<file path="src/rtl/fcmd_pkg.sv">
package fcmd_pkg;
  typedef enum logic [1:0] {
    RM_ARRAY = 2'd0,
    RM_SIG   = 2'd1,
    RM_CFI   = 2'd2,
    RM_STAT  = 2'd3
  } rmode_e;

  typedef enum logic [2:0] {
    S_IDLE, S_PG_SET, S_ER_SET, S_CFG_SET,
    S_PG_RUN, S_ER_RUN, S_PG_HOLD, S_ER_HOLD
  } cstate_e;

  localparam logic [7:0] C_READ   = 8'hFF;
  localparam logic [7:0] C_SIG    = 8'h90;
  localparam logic [7:0] C_CFI    = 8'h98;
  localparam logic [7:0] C_STAT   = 8'h70;
  localparam logic [7:0] C_CLR    = 8'h50;
  localparam logic [7:0] C_PROG   = 8'h40;
  localparam logic [7:0] C_ERASE  = 8'h20;
  localparam logic [7:0] C_CONF   = 8'hD0;
  localparam logic [7:0] C_SUSP   = 8'hB0;
  localparam logic [7:0] C_CFG    = 8'h60;
  localparam logic [7:0] C_CFG_OK = 8'h03;

  localparam int STAT_W = 8;

  typedef struct packed {
    logic pfail;
    logic efail;
    logic lock;
    logic clr;
  } err_ev_t;
endpackage

</file>
<file path="src/rtl/fcmd_ctrl.sv">
module fcmd_ctrl
  import fcmd_pkg::*;
#(
  parameter int ADDR_W = 19,
  parameter int DATA_W = 32,
  parameter int BCFG_W = 16
) (
  input  logic              clk,
  input  logic              rst,
  input  logic              wr_en,
  input  logic [ADDR_W-1:0] wr_addr,
  input  logic [DATA_W-1:0] wr_data,
  input  logic              blk_locked,
  input  logic              eng_done,
  input  logic              eng_fail,
  output rmode_e            mode,
  output logic              start,
  output logic              susp,
  output logic              resume,
  output logic              op_erase,
  output logic [ADDR_W-1:0] op_addr,
  output logic [DATA_W-1:0] op_data,
  output logic [BCFG_W-1:0] bcfg,
  output err_ev_t           ev,
  output logic              busy,
  output logic              psus,
  output logic              esus
);
  cstate_e    state;
  logic [7:0] code;

  assign code = wr_data[7:0];
  assign busy = (state == S_PG_RUN) || (state == S_ER_RUN);
  assign psus = (state == S_PG_HOLD);
  assign esus = (state == S_ER_HOLD);

  // error events seen by the status register in the same edge as the state move
  always_comb begin
    ev = '0;
    if (wr_en) begin
      case (state)
        S_IDLE:    ev.clr = (code == C_CLR);
        S_PG_SET:  if (blk_locked) begin ev.pfail = 1'b1; ev.lock = 1'b1; end
        S_ER_SET: begin
          if (code != C_CONF) begin
            ev.pfail = 1'b1;
            ev.efail = 1'b1;
          end else if (blk_locked) begin
            ev.efail = 1'b1;
            ev.lock  = 1'b1;
          end
        end
        S_CFG_SET: if (code != C_CFG_OK) begin ev.pfail = 1'b1; ev.efail = 1'b1; end
        default: ;
      endcase
    end
    if (eng_done && eng_fail) begin
      if (state == S_PG_RUN) ev.pfail = 1'b1;
      if (state == S_ER_RUN) ev.efail = 1'b1;
    end
  end

  always_ff @(posedge clk) begin
    if (rst) begin
      state    <= S_IDLE;
      mode     <= RM_ARRAY;
      start    <= 1'b0;
      susp     <= 1'b0;
      resume   <= 1'b0;
      op_erase <= 1'b0;
      op_addr  <= '0;
      op_data  <= '0;
      bcfg     <= '0;
    end else begin
      start  <= 1'b0;
      susp   <= 1'b0;
      resume <= 1'b0;
      case (state)
        S_IDLE: if (wr_en) begin
          case (code)
            C_READ:  mode  <= RM_ARRAY;
            C_SIG:   mode  <= RM_SIG;
            C_CFI:   mode  <= RM_CFI;
            C_STAT:  mode  <= RM_STAT;
            C_PROG:  state <= S_PG_SET;
            C_ERASE: state <= S_ER_SET;
            C_CFG:   state <= S_CFG_SET;
            default: ;
          endcase
        end
        S_PG_SET: if (wr_en) begin
          mode  <= RM_STAT;
          state <= S_IDLE;
          if (!blk_locked) begin
            start    <= 1'b1;
            op_erase <= 1'b0;
            op_addr  <= wr_addr;
            op_data  <= wr_data;
            state    <= S_PG_RUN;
          end
        end
        S_ER_SET: if (wr_en) begin
          mode  <= RM_STAT;
          state <= S_IDLE;
          if (code == C_CONF && !blk_locked) begin
            start    <= 1'b1;
            op_erase <= 1'b1;
            op_addr  <= wr_addr;
            state    <= S_ER_RUN;
          end
        end
        S_CFG_SET: if (wr_en) begin
          state <= S_IDLE;
          if (code == C_CFG_OK) begin
            bcfg <= wr_addr[BCFG_W-1:0];
            mode <= RM_ARRAY;
          end else begin
            mode <= RM_STAT;
          end
        end
        S_PG_RUN, S_ER_RUN: begin
          if (eng_done) begin
            state <= S_IDLE;
          end else if (wr_en) begin
            if (code == C_SUSP) begin
              susp  <= 1'b1;
              state <= (state == S_PG_RUN) ? S_PG_HOLD : S_ER_HOLD;
            end else if (code == C_STAT) begin
              mode <= RM_STAT;
            end
          end
        end
        S_PG_HOLD, S_ER_HOLD: if (wr_en) begin
          case (code)
            C_CONF: begin
              resume <= 1'b1;
              mode   <= RM_STAT;
              state  <= (state == S_PG_HOLD) ? S_PG_RUN : S_ER_RUN;
            end
            C_READ:  mode <= RM_ARRAY;
            C_SIG:   mode <= RM_SIG;
            C_CFI:   mode <= RM_CFI;
            C_STAT:  mode <= RM_STAT;
            default: ;
          endcase
        end
        default: state <= S_IDLE;
      endcase
    end
  end
endmodule

</file>
<file path="src/rtl/fcmd_status.sv">
module fcmd_status
  import fcmd_pkg::*;
(
  input  logic              clk,
  input  logic              rst,
  input  err_ev_t           ev,
  input  logic              busy,
  input  logic              psus,
  input  logic              esus,
  output logic [STAT_W-1:0] stat
);
  logic perr, eerr, lerr;

  always_ff @(posedge clk) begin
    if (rst) begin
      perr <= 1'b0;
      eerr <= 1'b0;
      lerr <= 1'b0;
    end else if (ev.clr) begin
      perr <= 1'b0;
      eerr <= 1'b0;
      lerr <= 1'b0;
    end else begin
      perr <= perr | ev.pfail;
      eerr <= eerr | ev.efail;
      lerr <= lerr | ev.lock;
    end
  end

  assign stat = {~busy, esus, eerr, perr, 1'b0, psus, lerr, 1'b0};
endmodule

</file>
<file path="src/rtl/fcmd_readout.sv">
module fcmd_readout
  import fcmd_pkg::*;
#(
  parameter int DATA_W   = 32,
  parameter bit TOP_BOOT = 1'b1
) (
  input  logic              clk,
  input  logic              rst,
  input  rmode_e            mode,
  input  logic              rd_word,
  input  logic [STAT_W-1:0] stat,
  output logic [DATA_W-1:0] rd_data
);
  localparam logic [15:0] MAKER_ID = 16'h0020;
  localparam logic [15:0] DEV_ID   = TOP_BOOT ? 16'h8836 : 16'h8835;

  always_ff @(posedge clk) begin
    if (rst) begin
      rd_data <= '0;
    end else begin
      case (mode)
        RM_SIG:  rd_data <= DATA_W'(rd_word ? DEV_ID : MAKER_ID);
        RM_STAT: rd_data <= DATA_W'(stat);
        default: rd_data <= '0;
      endcase
    end
  end
endmodule

</file>
<file path="src/rtl/flash_cmd_fsm.sv">
module flash_cmd_fsm
  import fcmd_pkg::*;
#(
  parameter int ADDR_W   = 19,
  parameter int DATA_W   = 32,
  parameter int BCFG_W   = 16,
  parameter bit TOP_BOOT = 1'b1
) (
  input  logic              clk,
  input  logic              rst,
  input  logic              wr_en,
  input  logic [ADDR_W-1:0] wr_addr,
  input  logic [DATA_W-1:0] wr_data,
  input  logic              blk_locked,
  input  logic              eng_done,
  input  logic              eng_fail,
  input  logic              rd_word,
  output logic [1:0]        mode_o,
  output logic [STAT_W-1:0] stat_o,
  output logic [DATA_W-1:0] rd_data,
  output logic              start_o,
  output logic              susp_o,
  output logic              resume_o,
  output logic              op_erase_o,
  output logic [ADDR_W-1:0] op_addr_o,
  output logic [DATA_W-1:0] op_data_o,
  output logic [BCFG_W-1:0] bcfg_o
);
  rmode_e  mode;
  err_ev_t ev;
  logic    busy, psus, esus;

  fcmd_ctrl #(.ADDR_W(ADDR_W), .DATA_W(DATA_W), .BCFG_W(BCFG_W)) u_ctrl (
    .clk(clk), .rst(rst), .wr_en(wr_en), .wr_addr(wr_addr), .wr_data(wr_data),
    .blk_locked(blk_locked), .eng_done(eng_done), .eng_fail(eng_fail),
    .mode(mode), .start(start_o), .susp(susp_o), .resume(resume_o),
    .op_erase(op_erase_o), .op_addr(op_addr_o), .op_data(op_data_o),
    .bcfg(bcfg_o), .ev(ev), .busy(busy), .psus(psus), .esus(esus)
  );

  fcmd_status u_stat (
    .clk(clk), .rst(rst), .ev(ev), .busy(busy), .psus(psus), .esus(esus),
    .stat(stat_o)
  );

  fcmd_readout #(.DATA_W(DATA_W), .TOP_BOOT(TOP_BOOT)) u_rd (
    .clk(clk), .rst(rst), .mode(mode), .rd_word(rd_word), .stat(stat_o),
    .rd_data(rd_data)
  );

  assign mode_o = mode;
endmodule

</file>
<file path="config.mk">
export PLATFORM = sky130hd
export DESIGN_NAME = flash_cmd_fsm
export DESIGN_NICKNAME = d
export VERILOG_FILES = /design/src/rtl/fcmd_pkg.sv /design/src/rtl/fcmd_ctrl.sv /design/src/rtl/fcmd_status.sv /design/src/rtl/fcmd_readout.sv /design/src/rtl/flash_cmd_fsm.sv
export SDC_FILE = /design/constraint.sdc
export NUM_CORES = 1
export LEC_CHECK = 0
export ABC_AREA = 1
export ABC_CLOCK_PERIOD_IN_PS = 2560
export BUFFER_PORTS_ARGS = -buffer_cell sky130_fd_sc_hd__buf_2
export CAP_MARGIN = 40
export CORE_MARGIN = 1
export CORE_UTILIZATION = 50
export CTS_CLUSTER_DIAMETER = 50
export DETAILED_ROUTE_END_ITERATION = 16
export PLACE_DENSITY = 0.95
export SLEW_MARGIN = 20
export SYNTH_ARGS = -nofsm -noshare
export SYNTH_HDL_FRONTEND = slang
export SYNTH_SLANG_ARGS = --single-unit
</file>
<file path="constraint.sdc">
create_clock -name clk -period 2.56 [get_ports clk]
set_clock_uncertainty 0.15 [all_clocks]
set_input_delay 0.256 -clock clk [delete_from_list [all_inputs] [get_ports clk]]
set_output_delay 0.256 -clock clk [all_outputs]
set_load 0.01 [all_outputs]
</file>
==> flow_summary_export.csv <==
group,metric,value,unit
pwr,power.switching,1439,µW
clock_tree,ctsHoldBuffers,2,
floorplanning,dieArea,7714,µm²
clock_tree,cts_tree,"built",
clock_tree,clk_pin_slew_worst_paths,90,ps
worst_setup_path,crit_slowest_cell,"dfxtp_1",
logic_synthesis,synth_cells,480,
worst_setup_path,cp.arrival,2110,ps
timing,rsz0062_at_grt,"no",
timing,slew_headroom,54.37,%
worst_setup_path,criticalPathCategory,"reg2reg",
layout,layout.nets,671,
worst_setup_path,worst-path-buf-inv,3,
logic_synthesis,synth_compound_area_share,20.31,%
logic_synthesis,synth_simple_gate_area_share,18.31,%
clock_tree,htreeDepth,3,
layout,final_common_cell,"buf_2",
route,routed_wl,9107,µm
pwr,p_int,2452,µW
timing,final_max_slew_viol_count,0,
floorplanning,start_util,53.05,%
floorplanning,fp.coreArea,6944,µm²
worst_setup_path,worstSetupStartpoint,"u_ctrl.state[0]$_SDFFE_PP0P_",
worst_hold_path,hp-start,"wr_addr[6]",
logic_synthesis,synth_top_flop_cell,"dfxtp_1",
timing,fin_ws,582.7,ps
layout,areaGrowthSynthToFinish,22.79,%
global_routing,antenna_found_initial,0,
pwr,ir_drop,0.4255,mV
place,port-buffer-count,144,
clock_tree,cts_resized,0,
timing,min_period,1977,ps
worst_setup_path,max_stage_delay,470,ps
floorplanning,die_y,87.83,µm
logic_synthesis,ys_seq_area_share,46.74,%
worst_setup_path,critPathLaunchType,"flop",
pwr,power_density,860.3,nW/µm²
floorplanning,rows,30,
pwr,power_frac_clock,25.0,%
clock_tree,cts_buffers,9,
route,avgRoutedWirePerCell,12.75,µm
pwr,p_comb_share,32.5,%
place,globalplace.congestion,0.9231,
timing,fin_tns_setup,0,ps
status,status,"completed",
timing,worst_pin_slew,675.6,ps
floorplanning,die_x,87.83,µm
clock_tree,clockRootBuffer,"clkbuf_8",
floorplanning,io_pins,171,
global_routing,grt_pass1_wl,14300,µm
logic_synthesis,synth_edf_count,0,
clock_tree,cts_sinks,86,
logic_synthesis,synth.area.mux_share,0,%
logic_synthesis,synthXorXnorAreaFrac,0,%
logic_synthesis,synthAdderAreaFrac,0,%
pwr,pwr-share-seq,42.4,%
timing,setup_violations,0,
clock_tree,clk_path_buf_depth,2,
worst_setup_path,cp-end-kind,"flop",
global_routing,grt_pass1_vias,3249,
route,firstDrtPassIters,4,
timing,fmax,505.7,MHz
pwr,p_leak,0.002313,µW
logic_synthesis,yosysUniqueCellTypes,35,
worst_setup_path,crit_top_cell,"buf_4",
layout,final_cell_mix,"144 x buf_2, 86 x dfxtp_1, 82 x nor2_1",
worst_setup_path,crit_required,2690,ps
timing,post-route-period-util,77.24,%
job,maxCapViolations,0,
place,place_ws,659.6,ps
route,drcViolationCount,0,
worst_setup_path,rrSetupSlack,580,ps
timing,final-hold-violation-count,0,
worst_setup_path,r2r-start,"u_ctrl.state[0]$_SDFFE_PP0P_",
logic_synthesis,synth_top_family_by_area,"compound AO/OA/AOI/OAI gates",
clock_tree,post-cts-setup-buffer-count,0,
worst_setup_path,critical-path-top-delay-family,"buffers and inverters",
layout,seq_area,1722,µm²
logic_synthesis,yosys_warnings,0,
logic_synthesis,ys_seq_elements,86,
place,place_hpwl,6652,µm
clock_tree,worstSkewPairLatency,340,ps
route,vias_per_cell,5.048,
logic_synthesis,netlist_area,3684,µm²
logic_synthesis,synth-async-reset-ratio,0,%
worst_hold_path,min_path_type,"in2reg",
layout,antenna-diode-count,0,
pwr,netSwitchingFraction,36.99,%
worst_setup_path,cp_cell_sequence,"nand3_2 > nor2_1 > nand2_1 > buf_4 > inv_1 > buf_4 > o21ai_0 > a21oi_1",
route,first_iter_violations,187,
route,antenna_left,0,
layout,drive_above_1_share,31.39,%
layout,n_fill_cell,575,
global_routing,overflow,0,
layout,multi_input_area,1520,µm²
worst_setup_path,cp_max_fo,40,
route,num_vias,3604,
global_routing,track_usage,23.64,%
logic_synthesis,syn_avg_cell_area,7.674,µm²
global_routing,grt_max_degree,58,
## power groups by stage
stage          logic (µW)  clock network, µW  registers, µW
2_1_floorplan         876                  0           1740
3_3_place_gp         1220                  0           1670
3_5_place_dp         1250                  0           1680
4_1_cts              1260                985           1650
5_1_grt              1420               1050           1670
6_report             1270                975           1650
## kinds of logic after synthesis
group | Yosys count
AOI/OAI and AO/OA | 135
other | 1
buffers and inverters | 100
DFF | 86
and+or+nand+nor | 158
## registers in the layout, summed over array words and instances (netlist names)
name and cells:
u_ctrl.op_data 32, u_rd.rd_data 7, u_ctrl.start 1, u_ctrl.op_addr 19
u_stat.lerr 1, u_ctrl.bcfg 16, u_stat.perr 1, u_ctrl.resume 1
u_ctrl.op_erase 1, u_ctrl.state 3, u_stat.eerr 1, u_ctrl.mode 2
u_ctrl.susp 1
## synth_stat cells (4+ instances only)
master	n	area, µm²
nor3_1	4	20.02
nor2_1	82	307.8
a21oi_1	42	210.2
clkbuf_1	9	33.78
inv_2	4	15.01
dfxtp_1	86	1722
a21oi_2	11	96.34
nand3_1	12	60.06
o21ai_1	10	50.05
o21ai_0	65	325.3
buf_2	8	40.04
inv_1	41	153.9
nand2_1	46	172.7
buf_4	33	247.7
## worst paths after layout
path	end	cells after the start
setup / recovery	u_ctrl.op_data[3]$_SDFFE_PP0P_	8
hold / removal	u_ctrl.op_addr[6]$_SDFFE_PP0P_	3
setup reg to reg	u_ctrl.op_data[3]$_SDFFE_PP0P_	8
hold reg to reg	u_rd.rd_data[5]$_SDFF_PP0_	2
## final cells by class
cell class | instances | area share, %
sequential | 86 | 38.06
multi-input combinational | 319 | 33.61
timing repair buffer | 150 | 17.04
inverter | 47 | 4.039
clock buffer | 10 | 3.043
tap | 96 | 2.656
clock inverter | 6 | 1.549
## metrics by stage
stage	cell area [µm²]	hold WS [ps]	cells	util, %	power, µW
floorplan	3777	175.1	505	-	2618
global placement	4295	305.0	696	61.86	2885
detailed placement	4295	313.5	696	61.86	2925
CTS	4523	1.686	714	65.14	3893
global route	4523	16.04	714	65.14	4139
finish	4523	11.55	714	65.14	3891
## per-layer routing
metal	up-vias	global-route usage [%]	share of wire, %
met2	211	39.04	49
met5	-	0	0
met1	1599	27.94	39
met3	32	6.503	8.2
li1	1762	-	-
met4	0	12.67	3.4
## worst min-delay path: cells and delay by family
family          cells  cell delay [ps]
compound gates      1               90
buf+inv             2              120
No activity file was read; power rests on OpenSTA's default activity.
